`config.mk`:
```
export PLATFORM = sky130hd
export DESIGN_NAME = uart_lsr_core
export DESIGN_NICKNAME = d
export VERILOG_FILES = /design/src/rtl/uart_lsr_pkg.sv /design/src/rtl/uart_lsr_rx_track.sv /design/src/rtl/uart_lsr_tx_track.sv /design/src/rtl/uart_lsr_core.sv
export SDC_FILE = /design/constraint.sdc
export NUM_CORES = 1
export LEC_CHECK = 0
export CORE_ASPECT_RATIO = 1.4
export CORE_MARGIN = 4
export CORE_UTILIZATION = 35
export DETAILED_ROUTE_END_ITERATION = 8
export PLACE_DENSITY = 0.61
export SLEW_MARGIN = 20
export SYNTH_ARGS = -nofsm -noshare
export SYNTH_HDL_FRONTEND = slang
export SYNTH_SLANG_ARGS = --single-unit
```
`constraint.sdc`:
```
create_clock -name clk -period 3.05 [get_ports clk]
set_input_delay 0.61 -clock clk [delete_from_list [all_inputs] [get_ports clk]]
set_output_delay 0.61 -clock clk [all_outputs]
set_load 0.005 [all_outputs]
```
`src/rtl/uart_lsr_pkg.sv`:
```
`timescale 1ns/1ps
package uart_lsr_pkg;
  localparam int LSR_DR    = 0;
  localparam int LSR_OE    = 1;
  localparam int LSR_PE    = 2;
  localparam int LSR_FE    = 3;
  localparam int LSR_BI    = 4;
  localparam int LSR_THRE  = 5;
  localparam int LSR_TEMT  = 6;
  localparam int LSR_RXERR = 7;

  typedef struct packed {
    logic brk;
    logic frm;
    logic par;
  } rx_tag_t;

  function automatic logic tag_any(rx_tag_t t);
    return t.brk | t.frm | t.par;
  endfunction

  function automatic logic [7:0] lsr_pack(logic dr, logic oe, rx_tag_t t,
                                          logic thre, logic temt, logic rxerr);
    return {rxerr, temt, thre, t.brk, t.frm, t.par, oe, dr};
  endfunction
endpackage

```
`src/rtl/uart_lsr_rx_track.sv`:
```
`timescale 1ns/1ps
module uart_lsr_rx_track
  import uart_lsr_pkg::*;
#(
  parameter int DEPTH = 16
) (
  input  logic    clk,
  input  logic    rst_n,
  input  logic    fifo_mode,
  input  logic    clear,
  input  logic    push,
  input  rx_tag_t push_tag,
  input  logic    pop,
  input  rx_tag_t head_tag,
  input  logic    lsr_rd,
  output logic    data_ready,
  output logic    overrun,
  output rx_tag_t shown_tag,
  output logic    err_held,
  output logic    pop_ok,
  output logic    head_pend
);
  localparam int CW = $clog2(DEPTH + 1);

  function automatic logic [CW-1:0] step(logic [CW-1:0] v, logic up, logic dn);
    return v + CW'(up) - CW'(dn);
  endfunction

  logic [CW-1:0] cnt_q, cnt_d, err_q, err_d;
  logic          oe_q, oe_d, pend_q, pend_d;
  rx_tag_t       tag_q, tag_d;
  logic          has, full, accept, ovr_evt, head_new, err_dn;

  assign has      = (cnt_q != '0);
  assign full     = fifo_mode ? (cnt_q == CW'(DEPTH)) : has;
  assign pop_ok   = pop && has;
  assign accept   = push && (!fifo_mode || !full || pop_ok);
  assign ovr_evt  = push && full && !pop_ok;
  assign head_new = accept && ((cnt_q == '0) || (pop_ok && cnt_q == CW'(1)));
  assign err_dn   = pop_ok && tag_any(head_tag) && (err_q != '0);

  always_comb begin
    cnt_d  = fifo_mode ? step(cnt_q, accept, pop_ok)
                       : (push ? CW'(1) : (pop_ok ? '0 : cnt_q));
    err_d  = fifo_mode ? step(err_q, accept && tag_any(push_tag), err_dn) : '0;
    oe_d   = ovr_evt ? 1'b1 : (lsr_rd ? 1'b0 : oe_q);
    tag_d  = tag_q;
    pend_d = 1'b0;
    if (!fifo_mode) begin
      if (push)        tag_d = push_tag;
      else if (lsr_rd) tag_d = '0;
    end else if (head_new) begin
      tag_d = push_tag;
    end else if (pop_ok) begin
      tag_d  = '0;
      pend_d = (cnt_q > CW'(1));
    end else if (pend_q) begin
      tag_d = head_tag;
    end else if (lsr_rd) begin
      tag_d = '0;
    end
    if (clear) begin
      cnt_d  = '0;
      err_d  = '0;
      oe_d   = 1'b0;
      tag_d  = '0;
      pend_d = 1'b0;
    end
  end

  always_ff @(posedge clk or negedge rst_n) begin
    if (!rst_n) begin
      cnt_q  <= '0;
      err_q  <= '0;
      oe_q   <= 1'b0;
      tag_q  <= '0;
      pend_q <= 1'b0;
    end else begin
      cnt_q  <= cnt_d;
      err_q  <= err_d;
      oe_q   <= oe_d;
      tag_q  <= tag_d;
      pend_q <= pend_d;
    end
  end

  assign data_ready = has;
  assign overrun    = oe_q;
  assign shown_tag  = tag_q;
  assign err_held   = fifo_mode && (err_q != '0);
  assign head_pend  = pend_q;
endmodule

```
`src/rtl/uart_lsr_tx_track.sv`:
```
`timescale 1ns/1ps
module uart_lsr_tx_track #(
  parameter int DEPTH = 16
) (
  input  logic clk,
  input  logic rst_n,
  input  logic fifo_mode,
  input  logic clear,
  input  logic wr,
  input  logic ld,
  output logic hold_empty
);
  localparam int CW = $clog2(DEPTH + 1);

  function automatic logic [CW-1:0] step(logic [CW-1:0] v, logic up, logic dn);
    return v + CW'(up) - CW'(dn);
  endfunction

  logic [CW-1:0] cnt_q, cnt_d;
  logic          full, ld_ok, wr_ok;

  assign full  = fifo_mode ? (cnt_q == CW'(DEPTH)) : (cnt_q != '0);
  assign ld_ok = ld && (cnt_q != '0);
  assign wr_ok = wr && (!fifo_mode || !full || ld_ok);

  always_comb begin
    if (clear)          cnt_d = '0;
    else if (fifo_mode) cnt_d = step(cnt_q, wr_ok, ld_ok);
    else if (wr)        cnt_d = CW'(1);
    else if (ld_ok)     cnt_d = '0;
    else                cnt_d = cnt_q;
  end

  always_ff @(posedge clk or negedge rst_n) begin
    if (!rst_n) cnt_q <= '0;
    else        cnt_q <= cnt_d;
  end

  assign hold_empty = (cnt_q == '0);
endmodule

```
`src/rtl/uart_lsr_core.sv`:
```
`timescale 1ns/1ps
module uart_lsr_core
  import uart_lsr_pkg::*;
#(
  parameter int                RX_DEPTH = 16,
  parameter int                TX_DEPTH = 16,
  parameter int                ADDR_W   = 3,
  parameter logic [ADDR_W-1:0] LSR_ADDR = ADDR_W'(5)
) (
  input  logic              clk,
  input  logic              rst_n,
  input  logic              fifo_mode,
  input  logic              rx_push,
  input  logic [2:0]        rx_push_err,
  input  logic              rx_pop,
  input  logic [2:0]        rx_head_err,
  input  logic              tx_wr,
  input  logic              tx_load,
  input  logic              tx_shift_busy,
  input  logic              rd_en,
  input  logic              wr_en,
  input  logic [ADDR_W-1:0] addr,
  input  logic              rls_ie,
  input  logic              thre_ie,
  output logic [7:0]        rd_data,
  output logic [7:0]        lsr_o,
  output logic              irq_rls,
  output logic              irq_thre
);
  logic    mode_q, mode_chg, lsr_hit, lsr_rd_evt;
  logic    dr, oe, err_held, rx_pop_ok, head_pend, thre, temt;
  rx_tag_t shown_tag;

  always_ff @(posedge clk or negedge rst_n) begin
    if (!rst_n) mode_q <= 1'b0;
    else        mode_q <= fifo_mode;
  end

  assign mode_chg   = (fifo_mode != mode_q);
  assign lsr_hit    = (addr == LSR_ADDR);
  assign lsr_rd_evt = rd_en && !wr_en && lsr_hit;

  uart_lsr_rx_track #(.DEPTH(RX_DEPTH)) u_rx (
    .clk(clk), .rst_n(rst_n), .fifo_mode(fifo_mode), .clear(mode_chg),
    .push(rx_push), .push_tag(rx_tag_t'(rx_push_err)), .pop(rx_pop),
    .head_tag(rx_tag_t'(rx_head_err)), .lsr_rd(lsr_rd_evt),
    .data_ready(dr), .overrun(oe), .shown_tag(shown_tag), .err_held(err_held),
    .pop_ok(rx_pop_ok), .head_pend(head_pend)
  );

  uart_lsr_tx_track #(.DEPTH(TX_DEPTH)) u_tx (
    .clk(clk), .rst_n(rst_n), .fifo_mode(fifo_mode), .clear(mode_chg),
    .wr(tx_wr), .ld(tx_load), .hold_empty(thre)
  );

  assign temt     = thre && !tx_shift_busy;
  assign lsr_o    = lsr_pack(dr, oe, shown_tag, thre, temt, err_held);
  assign rd_data  = (rd_en && lsr_hit) ? lsr_o : 8'h00;
  assign irq_rls  = rls_ie && (oe || tag_any(shown_tag));
  assign irq_thre = thre_ie && thre;
endmodule

```
# Word level (Yosys, flattened, before mapping)
# Cells that the tools add are included.
word_totals:
  ff_bits: 21
  mem_bits_ro: 0
  mem_bits_rw: 0
  latchBits: 0
  memories: 0
  elab_cells: 92
classes:
  muxes: 27
  n_mul: 0
  reduce_logical: 38
  shifts: 0
  addsub: 6
  magnitude_cmp: 1
  n_eq_ne: 5
  bitwise_logic: 6
  n_div: 0
ops:
  columns: ["op", "n"]
  rows:
  - ["$mux W5", 10]
  - ["$mux W3", 7]
  - ["$logic_and A1 B1 Y1", 18]
  - ["$add A5 B1 Y5", 3]
  - ["$reduce_bool A5 Y1", 3]
  - ["$sub A5 B1 Y5", 3]
  - ["$eq A5 B5 Y1 const B", 2]
  - ["$logic_not A5 Y1", 2]
  - ["$mux W1", 9]
  - ["$mux W8", 1]
  - ["$reduce_bool A4 Y1", 2]
  - ["$logic_not A1 Y1", 6]
  - ["$logic_or A1 B1 Y1", 6]
  - ["$or A1 B1 Y1", 6]
  - ["$eq A5 B1 Y1 const B", 1]
  - ["$gt A5 B1 Y1 const B", 1]
  - ["$eq A3 B3 Y1 const B", 1]
  - ["$reduce_bool A3 Y1", 1]
  - ["$ne A1 B1 Y1", 1]

# Depth between registers and ports, before layout
logic_depth:
  word_depth: 11
  depth_mapped: 15
  depth_no_buf: 15

# Modules after synthesis
# Synthesis repeated with hierarchy kept, for this count alone.
hier_totals:
  hier_cells: 205
  hier_area_um2: 1829.3
modules_own_cells:
  columns: ["mod", "area_per_inst_um2", "instances", "cells_per_inst"]
  rows:
  - ["uart_lsr_rx_track", 1162.4, 1, 134]
  - ["uart_lsr_tx_track", 481.7, 1, 50]
  - ["uart_lsr_core", 185.2, 1, 21]

# Worst setup path after synthesis
# No wires, ideal clock.
synth_path:
  path_kind: "register to register"
  startpoint: "register u_tx.cnt_q[3]"
  endpoint: "register u_tx.cnt_q[4]"
  n_path_buf: 0
  path_stages_with_launch: 14
  setup_ps: 123
  period_less_slack_ps: 2688
  arrival_ps: 2564
  setup_slack_ps: 362
  required_ps: 2927
  path_cell_list: "dfrtp_1 > inv_1 > ha_1 > or4b_4 > inv_1 > nor2_1 > ha_1 > inv_1 > ha_1 > fa_1 > a21oi_1 > o21ai_0 > a21boi_0 > nand2_1"
synth_via:
  elab_chain_cells: 10
  elab_cells_between_ends: 13
  cone_classes: "add/sub: 2; eq/ne: 1; mux: 3; reduce/logical: 7"
synth_rtl:
  columns: ["element", "line_no", "rtl"]
  rows:
  - ["start: declaration", "uart_lsr_tx_track.sv:19", "logic [CW-1:0] cnt_q, cnt_d;"]
  - ["start signal: assignment", "uart_lsr_tx_track.sv:36", "else cnt_q <= cnt_d;"]
  - ["$eq A5 B5 Y1 / $reduce_bool A5 Y1 (equally long branches)", "uart_lsr_tx_track.sv:22, uart_lsr_tx_track.sv:23", null]
  - ["$mux W1", "uart_lsr_tx_track.sv:22", "assign full = fifo_mode ? (cnt_q == CW'(DEPTH)) : (cnt_q != '0);"]
  - ["$logic_not A1 Y1", "uart_lsr_tx_track.sv:24", "assign wr_ok = wr && (!fifo_mode || !full || ld_ok);"]
  - ["$logic_or A1 B1 Y1 (2 in series)", "uart_lsr_tx_track.sv:24", null]
  - ["$logic_and A1 B1 Y1", "uart_lsr_tx_track.sv:24", null]
  - ["$add A5 B1 Y5", "uart_lsr_tx_track.sv:16", "return v + CW'(up) - CW'(dn);"]
  - ["$sub A5 B1 Y5", "uart_lsr_tx_track.sv:16", null]
  - ["$mux W5", "uart_lsr_tx_track.sv:28", "else if (fifo_mode) cnt_d = step(cnt_q, wr_ok, ld_ok);"]
  - ["$mux W5", "uart_lsr_tx_track.sv:27", "if (clear) cnt_d = '0;"]
# Parallel ways exist; a longest one is shown, timed or not.
# A chain may end at the register's enable or synchronous reset.

# Final worst setup path
layout_path:
  startpoint: "register u_rx.cnt_q[2]"
  endpoint: "register u_rx.err_q[4]"
layout_via:
  elab_chain_cells: 11
  elab_cells_between_ends: 15
  cone_classes: "add/sub: 2; eq/ne: 1; mux: 3; reduce/logical: 9"
layout_rtl:
  columns: ["element", "line_no", "rtl"]
  rows:
  - ["start: declaration", "uart_lsr_rx_track.sv:29", "logic [CW-1:0] cnt_q, cnt_d, err_q, err_d;"]
  - ["start signal: assignment", "uart_lsr_rx_track.sv:79", "cnt_q <= cnt_d;"]
  - ["$eq A5 B5 Y1 / $reduce_bool A5 Y1 (equally long branches)", "uart_lsr_rx_track.sv:35, uart_lsr_rx_track.sv:34", null]
  - ["$mux W1", "uart_lsr_rx_track.sv:35", "assign full = fifo_mode ? (cnt_q == CW'(DEPTH)) : has;"]
  - ["$logic_not A1 Y1", "uart_lsr_rx_track.sv:37", "assign accept = push && (!fifo_mode || !full || pop_ok);"]
  - ["$logic_or A1 B1 Y1 (2 in series)", "uart_lsr_rx_track.sv:37", null]
  - ["$logic_and A1 B1 Y1", "uart_lsr_rx_track.sv:37", null]
  - ["$logic_and A1 B1 Y1", "uart_lsr_rx_track.sv:45", "err_d = fifo_mode ? step(err_q, accept && tag_any(push_tag), err_dn) : '0;"]
  - ["$add A5 B1 Y5", "uart_lsr_rx_track.sv:26", "return v + CW'(up) - CW'(dn);"]
  - ["$sub A5 B1 Y5 (*)", "uart_lsr_rx_track.sv:26", null]
  - ["$mux W5 (*)", "uart_lsr_rx_track.sv:45", null]
  - ["$mux W5 (*)", "uart_lsr_rx_track.sv:62", "if (clear) begin"]
  - ["net u_rx.err_d[4]", "uart_lsr_rx_track.sv:29", null]
  - ["end signal: assignment", "uart_lsr_rx_track.sv:80", "err_q <= err_d;"]
  - ["end: declaration", "uart_lsr_rx_track.sv:29", null]
# Mark *: on every way through the listed nets, which the timed path passes. The rest lies on a longest branch.

==> flow_summary.json <==
{
  "power_leakage_nw": 0.961,
  "ios": 39,
  "hold_class": "reg2reg",
  "stdcell_count": 303,
  "portBuffers": 38,
  "ys_async_sr_fraction_pct": 100,
  "yosys.area_share.simple_pct": 22.1,
  "max_freq_mhz": 351,
  "synth_edf_count": 0,
  "cts_buffer_depth": 2,
  "syn_inst": 199,
  "crit_required_ps": 3200,
  "synth.avg_cell_area_um2": 8.71,
  "grt_pass1_wl_um": 6910,
  "drcViolationCount": 0,
  "syn_nets": 242,
  "cts.sinks": 21,
  "cap_violations": 0,
  "ant_nets": 0,
  "drt_iter0_drc": 91,
  "core-area_mm2": 0.00484,
  "ctsHtreeMaxLevel": 1,
  "max_stage_delay_ps": 420,
  "slowest_stage": "dfrtp_1",
  "die_h_um": 91.3,
  "wl_per_cell_um": 13.3,
  "p_sw_share_pct": 40.4,
  "ctsHoldBuffers": 0,
  "grt_overflow_total": 0,
  "power.internal_w": 0.000971,
  "final-setup-viol-count": 0,
  "grt_max_degree": 22,
  "fin_skew_ps": 4.10,
  "ys_seq_area_share_pct": 30.3,
  "synth-seq-cells": 21,
  "final_nets": 283,
  "grtUsageTotal_pct": 14.4,
  "power_frac_comb_pct": 63.3,
  "drt-total-wl_um": 4020,
  "grt_pass1_vias": 1530,
  "synth_fa_ha_area_share_pct": 17.2,
  "finish.utilization_pct": 46.6,
  "peakVddDrop_mv": 0.278,
  "yosys.area_share.xor_xnor_pct": 2.53,
  "clkTransAtPathRegs_ps": 80,
  "first_pass_iters": 4,
  "chipWidth_um": 67.5,
  "die_area_mm2": 0.00616,
  "num_antenna_cells": 0,
  "cts_tree": "done",
  "antenna_found_initial": 0,
  "p_switching_w": 0.000658,
  "max_slew_margin_pct": 68.6,
  "start_util_pct": 35.8,
  "crit_chain": "inv_2 > ha_2 > nor4b_4 > inv_2 > nand2_1 > nor3_1 > ha_1 > inv_1 > ha_1 > inv_1 > fa_1 > nand2b_1 > a21oi_2 > o21ai_0 > nor3b_1",
  "finalCritPeriodShare_pct": 93.5,
  "power_density_mw_per_mm2": 722,
  "place_hpwl_um": 3250,
  "route.vias.total": 1498,
  "finalCriticalPeriod_ps": 2850,
  "area.growth.synth_to_final_pct": 30.0,
  "crit_fanout": 3,
  "crit_type": "reg2reg",
  "status": "complete, no violations",
  "drive_gt1_share_pct": 10.5,
  "cp_data_arrival_time_ps": 3000,
  "gp_congestion": 0.771,
  "cts_buffers": 3,
  "yosysUniqueCellTypes": 44,
  "via_per_inst": 4.94,
  "final_cell_mix": "clkdlybuf4s50_1, inv_1, dfrtp_1",
  "startpoint_type": "register",
  "multi_input_area_mm2": 0.00107,
  "power_frac_seq_pct": 25.4,
  "synth_flop_cell": "dfrtp_1",
  "insertion_delay_ps": 260,
  "worst_pin_slew_ps": 471,
  "final_common_cell": "clkdlybuf4s50_1",
  "dp_cells": 299,
  "regArea_um2": 526,
  "rows": 30,
  "hold_viol": 0,
  "synth_mux_area_share_pct": 0,
  "crit_path_end_kind": "register",
  "report.final.slew_viol_count": 0,
  "yosysWarnings": 0,
  "clockPowerShare_pct": 11.3,
  "synth_top_family_by_area": "simple AND/OR/NAND/NOR gates",
  "synth_compound_area_share_pct": 18.7,
  "syn-cell-area_mm2": 0.00173,
  "cts_root_buf": "clkbuf_8",
  "fillers": 449
}
state kept, by name, summed over array words and instances (netlist names):
name	count
mode_q	1
u_rx.cnt_q	5
u_rx.err_q	5
u_rx.head_pend	1
u_rx.overrun	1
u_rx.shown_tag	3
u_tx.cnt_q	5
through the flow:
| stage | hold WS [ps] | worst slack (ps) | power [W] | setup TNS [ps] | instance area (µm²) |
|---|---|---|---|---|---|
| floorplan | 314 | 362 | 0.00115 | 0 | 1730 |
| CTS | 511 | 127 | 0.00161 | 0 | 2240 |
| finish | 516 | 198 | 0.00163 | 0 | 2250 |
| global route | 579 | -8.29 | 0.00181 | -8.29 | 2250 |
| global placement | 473 | 86.1 | 0.00141 | 0 | 2190 |
| detailed placement | 486 | 59.3 | 0.00142 | 0 | 2190 |
power groups by stage:
stage               sequential [W]  clock, W  combinational, W
global route              0.000427  0.000201           0.00118
finish                    0.000414  0.000185           0.00103
floorplan                 0.000402         0          0.000745
CTS                       0.000414  0.000193           0.00101
detailed placement        0.000419         0           0.00100
global placement          0.000418         0          0.000995
layout make-up:
class | count | share of cell area (%)
Clock buffer | 4 | 2.00
Inverter | 28 | 4.66
Multi-Input combinational cell | 141 | 47.3
Sequential cell | 21 | 23.3
Tap cell | 64 | 3.55
Timing Repair Buffer | 45 | 19.2
what timing repair did:
item	in CTS	in global routing
gates resized for setup	0	7
buffers inserted	0	0
endpoints found under the setup margin	0	3
worst max-delay path, delay by kind of cell, from the launching register on:
kind / cells / cell delay [ps]
fa+ha+maj: 4 / 1000
buf+inv: 4 / 280
simple gates: 5 / 790
flops: 1 / 420
compound gates: 2 / 250
metal layers:
metal / share of wire, % / track usage, %
met1: 40 / 16.2
met2: 53 / 25.8
met3: 3.7 / 1.86
met4: 3.1 / 6.43
met5: 0 / 0
cells in the mapped netlist, types with 2 or more instances:
cell type	number	area share, %
dfrtp_1	21	30
buf_4	5	2.2
a21oi_1	11	3.2
nor2b_1	6	2.2
fa_1	3	3.5
ha_1	19	14
nand3_1	2	0.58
o21ai_0	16	4.6
and3_1	2	0.72
or2_2	2	0.72
a22o_1	2	1.0
nor4b_4	2	2.7
xnor2_1	4	2.0
a221o_1	3	1.7
and2_1	3	1.1
o31a_1	2	1.0
clkbuf_1	2	0.43
nor3_1	6	1.7
inv_1	27	5.8
nor3b_1	2	0.87
nor2_1	12	2.6
nand2b_1	5	1.8
nand2_1	20	4.3
buf_2	2	0.58
final timing paths:
path                                           start                     endpoint  slack (ps)  depth (start not counted)
setup / recovery           u_rx.cnt_q[2]$_DFFE_PN0P_      u_rx.err_q[4]$_DFF_PN0_         200                         15
hold / removal             u_tx.cnt_q[2]$_DFFE_PN0P_    u_tx.cnt_q[2]$_DFFE_PN0P_         520                          2
setup reg to reg           u_rx.cnt_q[2]$_DFFE_PN0P_      u_rx.err_q[4]$_DFF_PN0_         200                         15
hold reg to reg            u_tx.cnt_q[2]$_DFFE_PN0P_    u_tx.cnt_q[2]$_DFFE_PN0P_         520                          2
max in group asynchronous                      rst_n  u_rx.shown_tag[2]$_DFF_PN0_        2130                          2
min in group asynchronous                      rst_n    u_rx.cnt_q[4]$_DFFE_PN0P_         690                          2
logic make-up (layout without fill, tap and decap cells):
group / after synthesis / in the layout
AND/OR/NAND/NOR: 67 / 67
flip-flops: 21 / 21
adder cells (fa/ha/maj): 22 / 22
buffers and inverters: 37 / 77
AO/OA/AOI/OAI: 47 / 47
XOR/XNOR: 5 / 5
No activity file was read; power rests on OpenSTA's default activity.
